<file path="config.mk">
export PLATFORM = sky130hd
export DESIGN_NAME = load_use_stall_top
export DESIGN_NICKNAME = d
export VERILOG_FILES = /design/src/rtl/lus_pkg.sv /design/src/rtl/lus_ctrl_decode.sv /design/src/rtl/lus_hazard_unit.sv /design/src/rtl/lus_pipe_regs.sv /design/src/rtl/load_use_stall_top.sv
export SDC_FILE = /design/constraint.sdc
export NUM_CORES = 1
export LEC_CHECK = 0
export BUFFER_PORTS_ARGS = -buffer_cell sky130_fd_sc_hd__buf_2
export CORE_MARGIN = 5
export CORE_UTILIZATION = 40
export DETAILED_ROUTE_END_ITERATION = 7
export GPL_TIMING_DRIVEN = 0
export MAX_ROUTING_LAYER = met4
export PLACE_DENSITY = 0.77
export SYNTH_ARGS = -nofsm -noshare
export SYNTH_HDL_FRONTEND = slang
export SYNTH_SLANG_ARGS = --single-unit
</file>
<file path="constraint.sdc">
create_clock -name clk -period 1.85 [get_ports clk]
set_input_delay 0.185 -clock clk [delete_from_list [all_inputs] [get_ports clk]]
set_output_delay 0.185 -clock clk [all_outputs]
set_load 0.02 [all_outputs]
</file>
<file path="src/rtl/lus_pkg.sv">
package lus_pkg;

  localparam int OPC_W = 6;

  localparam logic [OPC_W-1:0] OPC_RTYPE = 6'h00;
  localparam logic [OPC_W-1:0] OPC_LOAD  = 6'h23;
  localparam logic [OPC_W-1:0] OPC_STORE = 6'h2B;
  localparam logic [OPC_W-1:0] OPC_BREQ  = 6'h04;

  // field order is the bit order seen on idex_ctrl, MSB first
  typedef struct packed {
    logic dst_sel;
    logic opc_hi;
    logic opc_lo;
    logic imm_op;
    logic br;
    logic mrd;
    logic mwr;
    logic rwr;
    logic m2r;
  } ctrl_t;

  localparam int CTRL_W = $bits(ctrl_t);
  localparam ctrl_t CTRL_NONE = '0;

endpackage

</file>
<file path="src/rtl/lus_ctrl_decode.sv">
module lus_ctrl_decode
  import lus_pkg::*;
#(
  parameter int INSTR_W = 32
) (
  input  logic [INSTR_W-1:0] instr,
  output ctrl_t              ctrl
);
  localparam int OPC_LSB = INSTR_W - OPC_W;

  logic [OPC_W-1:0] opc;
  assign opc = instr[INSTR_W-1:OPC_LSB];

  always_comb begin
    ctrl = CTRL_NONE;
    if (instr != '0) begin
      unique case (opc)
        OPC_RTYPE: begin
          ctrl.dst_sel = 1'b1;
          ctrl.opc_hi  = 1'b1;
          ctrl.rwr     = 1'b1;
        end
        OPC_LOAD: begin
          ctrl.imm_op = 1'b1;
          ctrl.mrd    = 1'b1;
          ctrl.rwr    = 1'b1;
          ctrl.m2r    = 1'b1;
        end
        OPC_STORE: begin
          ctrl.imm_op = 1'b1;
          ctrl.mwr    = 1'b1;
        end
        OPC_BREQ: begin
          ctrl.opc_lo = 1'b1;
          ctrl.br     = 1'b1;
        end
        default: ctrl = CTRL_NONE;
      endcase
    end
  end
endmodule

</file>
<file path="src/rtl/lus_hazard_unit.sv">
module lus_hazard_unit #(
  parameter int REG_AW = 5,
  parameter int N_SRC  = 2
) (
  input  logic                          ex_mem_read,
  input  logic [REG_AW-1:0]             ex_rt,
  input  logic [N_SRC-1:0][REG_AW-1:0]  id_src,
  input  logic [N_SRC-1:0]              id_used,
  output logic                          hazard
);
  logic [N_SRC-1:0] hit;
  logic             ex_live;

  // register zero is never a real producer
  assign ex_live = ex_mem_read && (ex_rt != '0);

  genvar g;
  generate
    for (g = 0; g < N_SRC; g++) begin : g_src
      assign hit[g] = id_used[g] && (id_src[g] == ex_rt);
    end
  endgenerate

  assign hazard = ex_live && (|hit);
endmodule

</file>
<file path="src/rtl/lus_pipe_regs.sv">
module lus_pipe_regs
  import lus_pkg::*;
#(
  parameter int              PC_W     = 32,
  parameter int              INSTR_W  = 32,
  parameter int              REG_AW   = 5,
  parameter int              PC_STEP  = 4,
  parameter logic [PC_W-1:0] RESET_PC = '0
) (
  input  logic               clk,
  input  logic               rst_n,
  input  logic               pc_we,
  input  logic               ifid_we,
  input  logic               bubble,
  input  logic [INSTR_W-1:0] fetch_word,
  input  ctrl_t              dec_ctrl,
  input  logic [REG_AW-1:0]  dec_rt,
  output logic [PC_W-1:0]    pc,
  output logic [INSTR_W-1:0] ifid,
  output ctrl_t              ex_ctrl,
  output logic [REG_AW-1:0]  ex_rt
);
  localparam logic [PC_W-1:0] STEP = PC_W'(PC_STEP);

  always_ff @(posedge clk or negedge rst_n) begin
    if (!rst_n) begin
      pc <= RESET_PC;
    end else if (pc_we) begin
      pc <= pc + STEP;
    end
  end

  always_ff @(posedge clk or negedge rst_n) begin
    if (!rst_n) begin
      ifid <= '0;
    end else if (ifid_we) begin
      ifid <= fetch_word;
    end
  end

  always_ff @(posedge clk or negedge rst_n) begin
    if (!rst_n) begin
      ex_ctrl <= CTRL_NONE;
      ex_rt   <= '0;
    end else begin
      ex_ctrl <= bubble ? CTRL_NONE : dec_ctrl;
      ex_rt   <= dec_rt;
    end
  end
endmodule

</file>
<file path="src/rtl/load_use_stall_top.sv">
module load_use_stall_top
  import lus_pkg::*;
#(
  parameter int              PC_W     = 32,
  parameter int              INSTR_W  = 32,
  parameter int              REG_AW   = 5,
  parameter int              PC_STEP  = 4,
  parameter logic [PC_W-1:0] RESET_PC = '0
) (
  input  logic               clk,
  input  logic               rst_n,
  output logic [PC_W-1:0]    imem_addr,
  input  logic [INSTR_W-1:0] imem_data,
  input  logic               src_a_used,
  input  logic               src_b_used,
  output logic [INSTR_W-1:0] ifid_instr,
  output logic [CTRL_W-1:0]  idex_ctrl,
  output logic [REG_AW-1:0]  idex_rt,
  output logic               pc_we,
  output logic               ifid_we,
  output logic               stall
);
  localparam int RS_MSB = INSTR_W - OPC_W - 1;
  localparam int RS_LSB = RS_MSB - REG_AW + 1;
  localparam int RT_MSB = RS_LSB - 1;
  localparam int RT_LSB = RT_MSB - REG_AW + 1;

  ctrl_t                     dec_ctrl;
  ctrl_t                     ex_ctrl;
  logic [1:0][REG_AW-1:0]    src_fields;
  logic [1:0]                src_used;
  logic                      hz;

  assign src_fields[0] = ifid_instr[RS_MSB:RS_LSB];
  assign src_fields[1] = ifid_instr[RT_MSB:RT_LSB];
  assign src_used      = {src_b_used, src_a_used};

  lus_ctrl_decode #(.INSTR_W(INSTR_W)) u_dec (
    .instr (ifid_instr),
    .ctrl  (dec_ctrl)
  );

  lus_hazard_unit #(.REG_AW(REG_AW), .N_SRC(2)) u_hz (
    .ex_mem_read (ex_ctrl.mrd),
    .ex_rt       (idex_rt),
    .id_src      (src_fields),
    .id_used     (src_used),
    .hazard      (hz)
  );

  lus_pipe_regs #(
    .PC_W(PC_W), .INSTR_W(INSTR_W), .REG_AW(REG_AW),
    .PC_STEP(PC_STEP), .RESET_PC(RESET_PC)
  ) u_regs (
    .clk        (clk),
    .rst_n      (rst_n),
    .pc_we      (pc_we),
    .ifid_we    (ifid_we),
    .bubble     (hz),
    .fetch_word (imem_data),
    .dec_ctrl   (dec_ctrl),
    .dec_rt     (src_fields[1]),
    .pc         (imem_addr),
    .ifid       (ifid_instr),
    .ex_ctrl    (ex_ctrl),
    .ex_rt      (idex_rt)
  );

  assign pc_we     = !hz;
  assign ifid_we   = !hz;
  assign stall     = hz;
  assign idex_ctrl = ex_ctrl;
endmodule

</file>
# After elaboration in Yosys (flattened, before gate mapping)
# Index checks and enable logic that the tools add are counted.
# W data, S select, Z words.
classes:
  muxes: 8
  n_reduce_logical: 11
  n_addsub: 1
  eq_ne: 5
op_table:
  columns: ["cell", "n"]
  rows:
  - ["$add A32 B3 Y32 const B", 1]
  - ["$reduce_bool A32 Y1", 1]
  - ["$mux W9", 2]
  - ["$eq A6 B6 Y1 const B", 2]
  - ["$eq A5 B5 Y1", 2]
  - ["$eq A6 B3 Y1 const B", 1]
  - ["$logic_not A6 Y1", 1]
  - ["$reduce_or A2 Y1", 3]
  - ["$mux W1", 5]
  - ["$reduce_bool A5 Y1", 1]
  - ["$logic_and A1 B1 Y1", 4]
  - ["$mux W2", 1]
  - ["$logic_not A1 Y1", 1]
word_totals:
  input_bits: 36
  register_bits: 78
  wordCells: 37
  out_inout_bits: 81

# Depth between registers and ports, before layout
depth:
  ltp_word: 5
  ltp_mapped: 8
  mapped_depth_nobuf: 6

# Cells and area by module
# From an unflattened synthesis, not the netlist that was laid out.
hier_totals:
  hier_cells: 254
  area_unflattened_um2: 3276.9
by_module_without_submodules:
  columns: ["module", "cells_per_inst", "seq_area_each_um2", "n_inst", "area_each_um2"]
  rows:
  - ["lus_pipe_regs", 213, 1901.8, 1, 2990.4]
  - ["lus_ctrl_decode", 22, 0.0, 1, 141.4]
  - ["lus_hazard_unit", 17, 0.0, 1, 133.9]
  - ["load_use_stall_top", 2, 0.0, 1, 11.3]

# Least setup slack after synthesis
# Ideal clock, no wire load.
synth_path:
  kind: "register to register"
  from: "register u_regs.ex_rt[0]"
  to: "register u_regs.ifid[2]"
  period_less_slack_ns: 2.114
  path_stages_with_launch: 6
  path_slack_ns: -0.264
  setup_ns: 0.125
  t_required_ns: 1.725
  arrival_ns: 1.989
  path_cell_list: "dfrtp_1 -> or4_1 -> o21a_1 -> nand2_2 -> buf_2 -> mux2_2"
synth_via:
  elab_chain_len: 4
synth_lines:
  columns: ["item", "line_no", "text"]
  rows:
  - ["from (decl)", "lus_pipe_regs.sv:21", "output logic [REG_AW-1:0] ex_rt"]
  - ["from (signal assigned)", "lus_pipe_regs.sv:47", "ex_rt <= dec_rt;"]
  - ["$eq A5 B5 Y1", "lus_hazard_unit.sv:20", "assign hit[g] = id_used[g] && (id_src[g] == ex_rt);"]
  - ["$logic_and A1 B1 Y1", "lus_hazard_unit.sv:20", null]
  - ["$reduce_or A2 Y1", "lus_hazard_unit.sv:24", "assign hazard = ex_live && (|hit);"]
  - ["$logic_and A1 B1 Y1 (*)", "lus_hazard_unit.sv:24", null]
  - ["to (signal assigned)", "lus_pipe_regs.sv:37", "ifid <= fetch_word;"]
  - ["to (decl)", "lus_pipe_regs.sv:19", "output logic [INSTR_W-1:0] ifid,"]
# Every way passes the cells marked *; elsewhere a longest branch is shown, timed or not.
# A chain may end at the register's enable or synchronous reset.

# Worst setup path after layout
layout_path:
  from: "register u_regs.ex_rt[3]"
  to: "output port pc_we"
layout_via:
  elab_chain_len: 5
layout_lines:
  columns: ["item", "line_no", "text"]
  rows:
  - ["$eq A5 B5 Y1", "lus_hazard_unit.sv:20", null]
  - ["$logic_and A1 B1 Y1", "lus_hazard_unit.sv:20", null]
  - ["$reduce_or A2 Y1", "lus_hazard_unit.sv:24", null]
  - ["$logic_and A1 B1 Y1 (*)", "lus_hazard_unit.sv:24", null]
  - ["$logic_not A1 Y1 (*)", "load_use_stall_top.sv:69", "assign pc_we = !hz;"]
  - ["to (decl)", "load_use_stall_top.sv:19", "output logic pc_we,"]
# Marks and branches as above.

==> metrics.md <==
| Metric | Value |
|---|---|
| Fillers | 624 |
| RSZ-0062 raised after global routing | yes |
| Root Buffer | clkbuf_8 |
| Final setup vio count | 62 |
| Net Switching | 1.940 mW |
| Area delta synth->final | 56.11% |
| DRC | 0 |
| CP Class | reg2out |
| Peak supply drop | 0.0004887 V |
| ANT nets after route | 0 |
| Cells after Synth | 268 |
| Sw Ratio | 36.86% |
| Placeable core area | a little over 8000 µm² |
| Power per cell area | 988.3 nW/µm² |
| Overall Power | 5.264 mW |
| IO buf count | 114 |
| Failing checks | negative hold slack, negative setup slack |
| Fin crit share | 113.1% |
| Async SR Flop Fraction | 100.0% |
| DRT iter0 DRCs | 61 |
| Mapped Area | 3412 µm² |
| Drt total wl | 10060 µm |
| HP Class | in2async |
| CTS tree | done |
| Post-synth top flop | dfrtp_1 |
| DR pass1 iterations | 4 |
| Relative slew margins | a little under two fifths |
| Critical Path Start Type | register |
| Fin crit period | 2.092 ns |
| Most frequent cells in the layout | 110 x buf_2, 67 x dfrtp_1, 28 x mux2_4, 26 x xor2_1, 21 x buf_4 |
| # H-tree levels | 3 |
| Tightest Pin Transition | 0.9386 ns |
| Most common cell after layout, fill and taps aside | buf_2 |
| Avg Cell Area, Syn | about 13 µm² |
| Starting Density | just over 40% |
| CP arrival | 1.91 ns |
| Count of flip-flops with a built-in enable after synthesis | 0 |
| #FFs+latches synth | between 70 and 80 |
| Total track usage | 18.15% |
| GRT Residual Overflow | 0 |
| Clock power share | 29.9% |
| Sink Count | between 70 and 80 |
| Max Cap Viol | 0 |
| Vias | 2811 |
| Worst Path Required | 1.66 ns |
| Max-slew violation count | 0 |
| Outcome | finished, violations left |
| Gpl congestion | roughly 0.82 |
| I/O Pins | 117 |
| YS warnings | 0 |
| Register area share after synthesis | 53.54% |
| CP endpoint kind | primary output |
| Die Y | 102.4 µm |
| Fmax | 0.4780 GHz |
| Layout cell share with drive strength beyond 1 | between 60% and 70% |
| Worst skew pair latency | 0.33 ns |
| Final Hold Viols | 23 |
| Die X | between 100 and 150 µm |
| Antenna cells | 0 |
| Cell variety after synth | 36 |
| Worst Skew | 0.006476 ns |
| Largest net degree at the start of global routing | 74 |
| WL per Instance | 18.99 µm |
| Std-Cell Rows | 33 |
| Die ar. | about 10000 µm² |
| Logic gate share of total power | 28.8% |
| Cell internal pwr | 3.323 mW |
| Clock Tree Buf Depth | 2 |
| Clock transition at path regs | 0.08 ns |
| Via/cell ratio | 5.304 |
| First-pass GRT wire length | between 10000 and 15000 µm |
| Initial antenna violation count | 0 |
| Hold Slack | -0.02220 ns |
| Cts bufs inserted | 9 |
| Nets | 457 |
| Pleak | 2.372 nW |
| Reg power frac | roughly two fifths |
| CP max FO | 4 |
| Setup WS post-layout | -0.2420 ns |
| Vias in the first global route | 2826 |
| Post-DP HPWL | 6204 µm |
[final timing paths]
kind,startpoint,endpoint,slack [ns],depth (start not counted)
worst min-delay path,rst_n,u_regs.pc[24]$_DFFE_PN0N_,-0.02,1
worst min register to register,u_regs.ifid[17]$_DFFE_PN0N_,u_regs.ex_rt[1]$_DFF_PN0_,0.47,0
worst max register to register,u_regs.ex_rt[3]$_DFF_PN0_,u_regs.ifid[26]$_DFFE_PN0N_,-0.24,7
min in group clk,imem_data[9],u_regs.ifid[9]$_DFFE_PN0N_,0.07,2
max in group asynchronous,rst_n,u_regs.ex_rt[3]$_DFF_PN0_,1.19,1
worst max-delay path,u_regs.ex_rt[3]$_DFF_PN0_,pc_we,-0.24,6
[cell type report]
cell class / instances / area [µm²] / share of cell area [%]
well taps: 105 / 131.4 / 2.467
multi-input cells: 174 / 1926 / 36.15
clock buffers: 10 / 137.6 / 2.584
plain buffers: 18 / 220.2 / 4.134
flip-flops and latches: 73 / 1834 / 34.44
repair buffers: 141 / 943.4 / 17.71
inverters: 3 / 18.77 / 0.3524
clock inverters: 6 / 115.1 / 2.161
[state kept, by name, summed over array words and instances, names as in the netlist]
register        cells
u_regs.ifid        32
u_regs.pc          30
u_regs.ex_ctrl      6
u_regs.ex_rt        5
[kinds of logic after synthesis]
kind of cell,after synthesis,share of synthesized area (%)
simple gates,67,10.96
compound gates,32,9.791
mux,33,10.89
flops,73,53.54
fa+ha+maj,1,0.3666
other cells,1,0.1099
buf+inv,22,4.327
xor+xnor,39,10.01
[timing repair]
item                       CTS  global route
hold buffers                 0             0
setup endpoints to repair   66            70
cloned                       1             4
buffers inserted            10            12
gates resized for setup     24            65
pin swaps                    4            22
[power by group through the flow]
stage	sequential [mW]	combinational (mW)	clock (mW)
floorplan	2.44	0.557	0
global placement	2.16	1.30	0
detailed placement	2.18	1.33	0
CTS	2.15	1.36	1.59
global route	2.21	1.63	1.68
finish	2.18	1.52	1.57
[worst max-delay path, cell delays in order, from the launching register on]
cell and delay (ns):
dfrtp_2 0.41, or4_4 0.53, o21a_4 0.23, nand2_4 0.10
buf_12 0.11, buf_6 0.08, buf_6 0.10
[cells in the mapped netlist, drive strengths merged (4+ instances only)]
master / count / area (µm²)
a2111oi: 9 / 135.1
a211oi: 5 / 62.56
a21oi: 13 / 102.6
and3: 4 / 25.02
buf: 16 / 123.9
dfrtp: 73 / 1827
mux2: 33 / 371.6
nand2: 15 / 58.81
nand3: 12 / 60.06
nand4: 11 / 68.82
nor3: 5 / 25.02
nor4: 8 / 56.30
xnor2: 13 / 113.9
xor2: 26 / 227.7
[stage by stage]
step | cell area (µm²) | setup TNS [ns] | std cells | util [%] | setup WS (ns)
5_1_grt | 5326 | -14.33 | 530 | 64.50 | -0.3134
3_3_place_gp | 4272 | -8.397 | 488 | 51.73 | -0.2216
3_5_place_dp | 4274 | -9.232 | 488 | 51.76 | -0.2520
6_report | 5326 | -10.53 | 530 | 64.50 | -0.2420
4_1_cts | 4732 | -11.12 | 514 | 57.30 | -0.2772
2_1_floorplan | 3570 | -4.138 | 269 | - | -0.1164
[metal layers]
metal / wire [µm] / up-vias / global-route usage, %
met5: 0 / - / -
met4: 182 / 0 / 6.054
met3: 617 / 18 / 3.549
met2: 5246 / 124 / 29.04
met1: 4017 / 1409 / 23.14
li1: - / 1260 / -
Note: power is estimated with default switching activity, not from simulation.
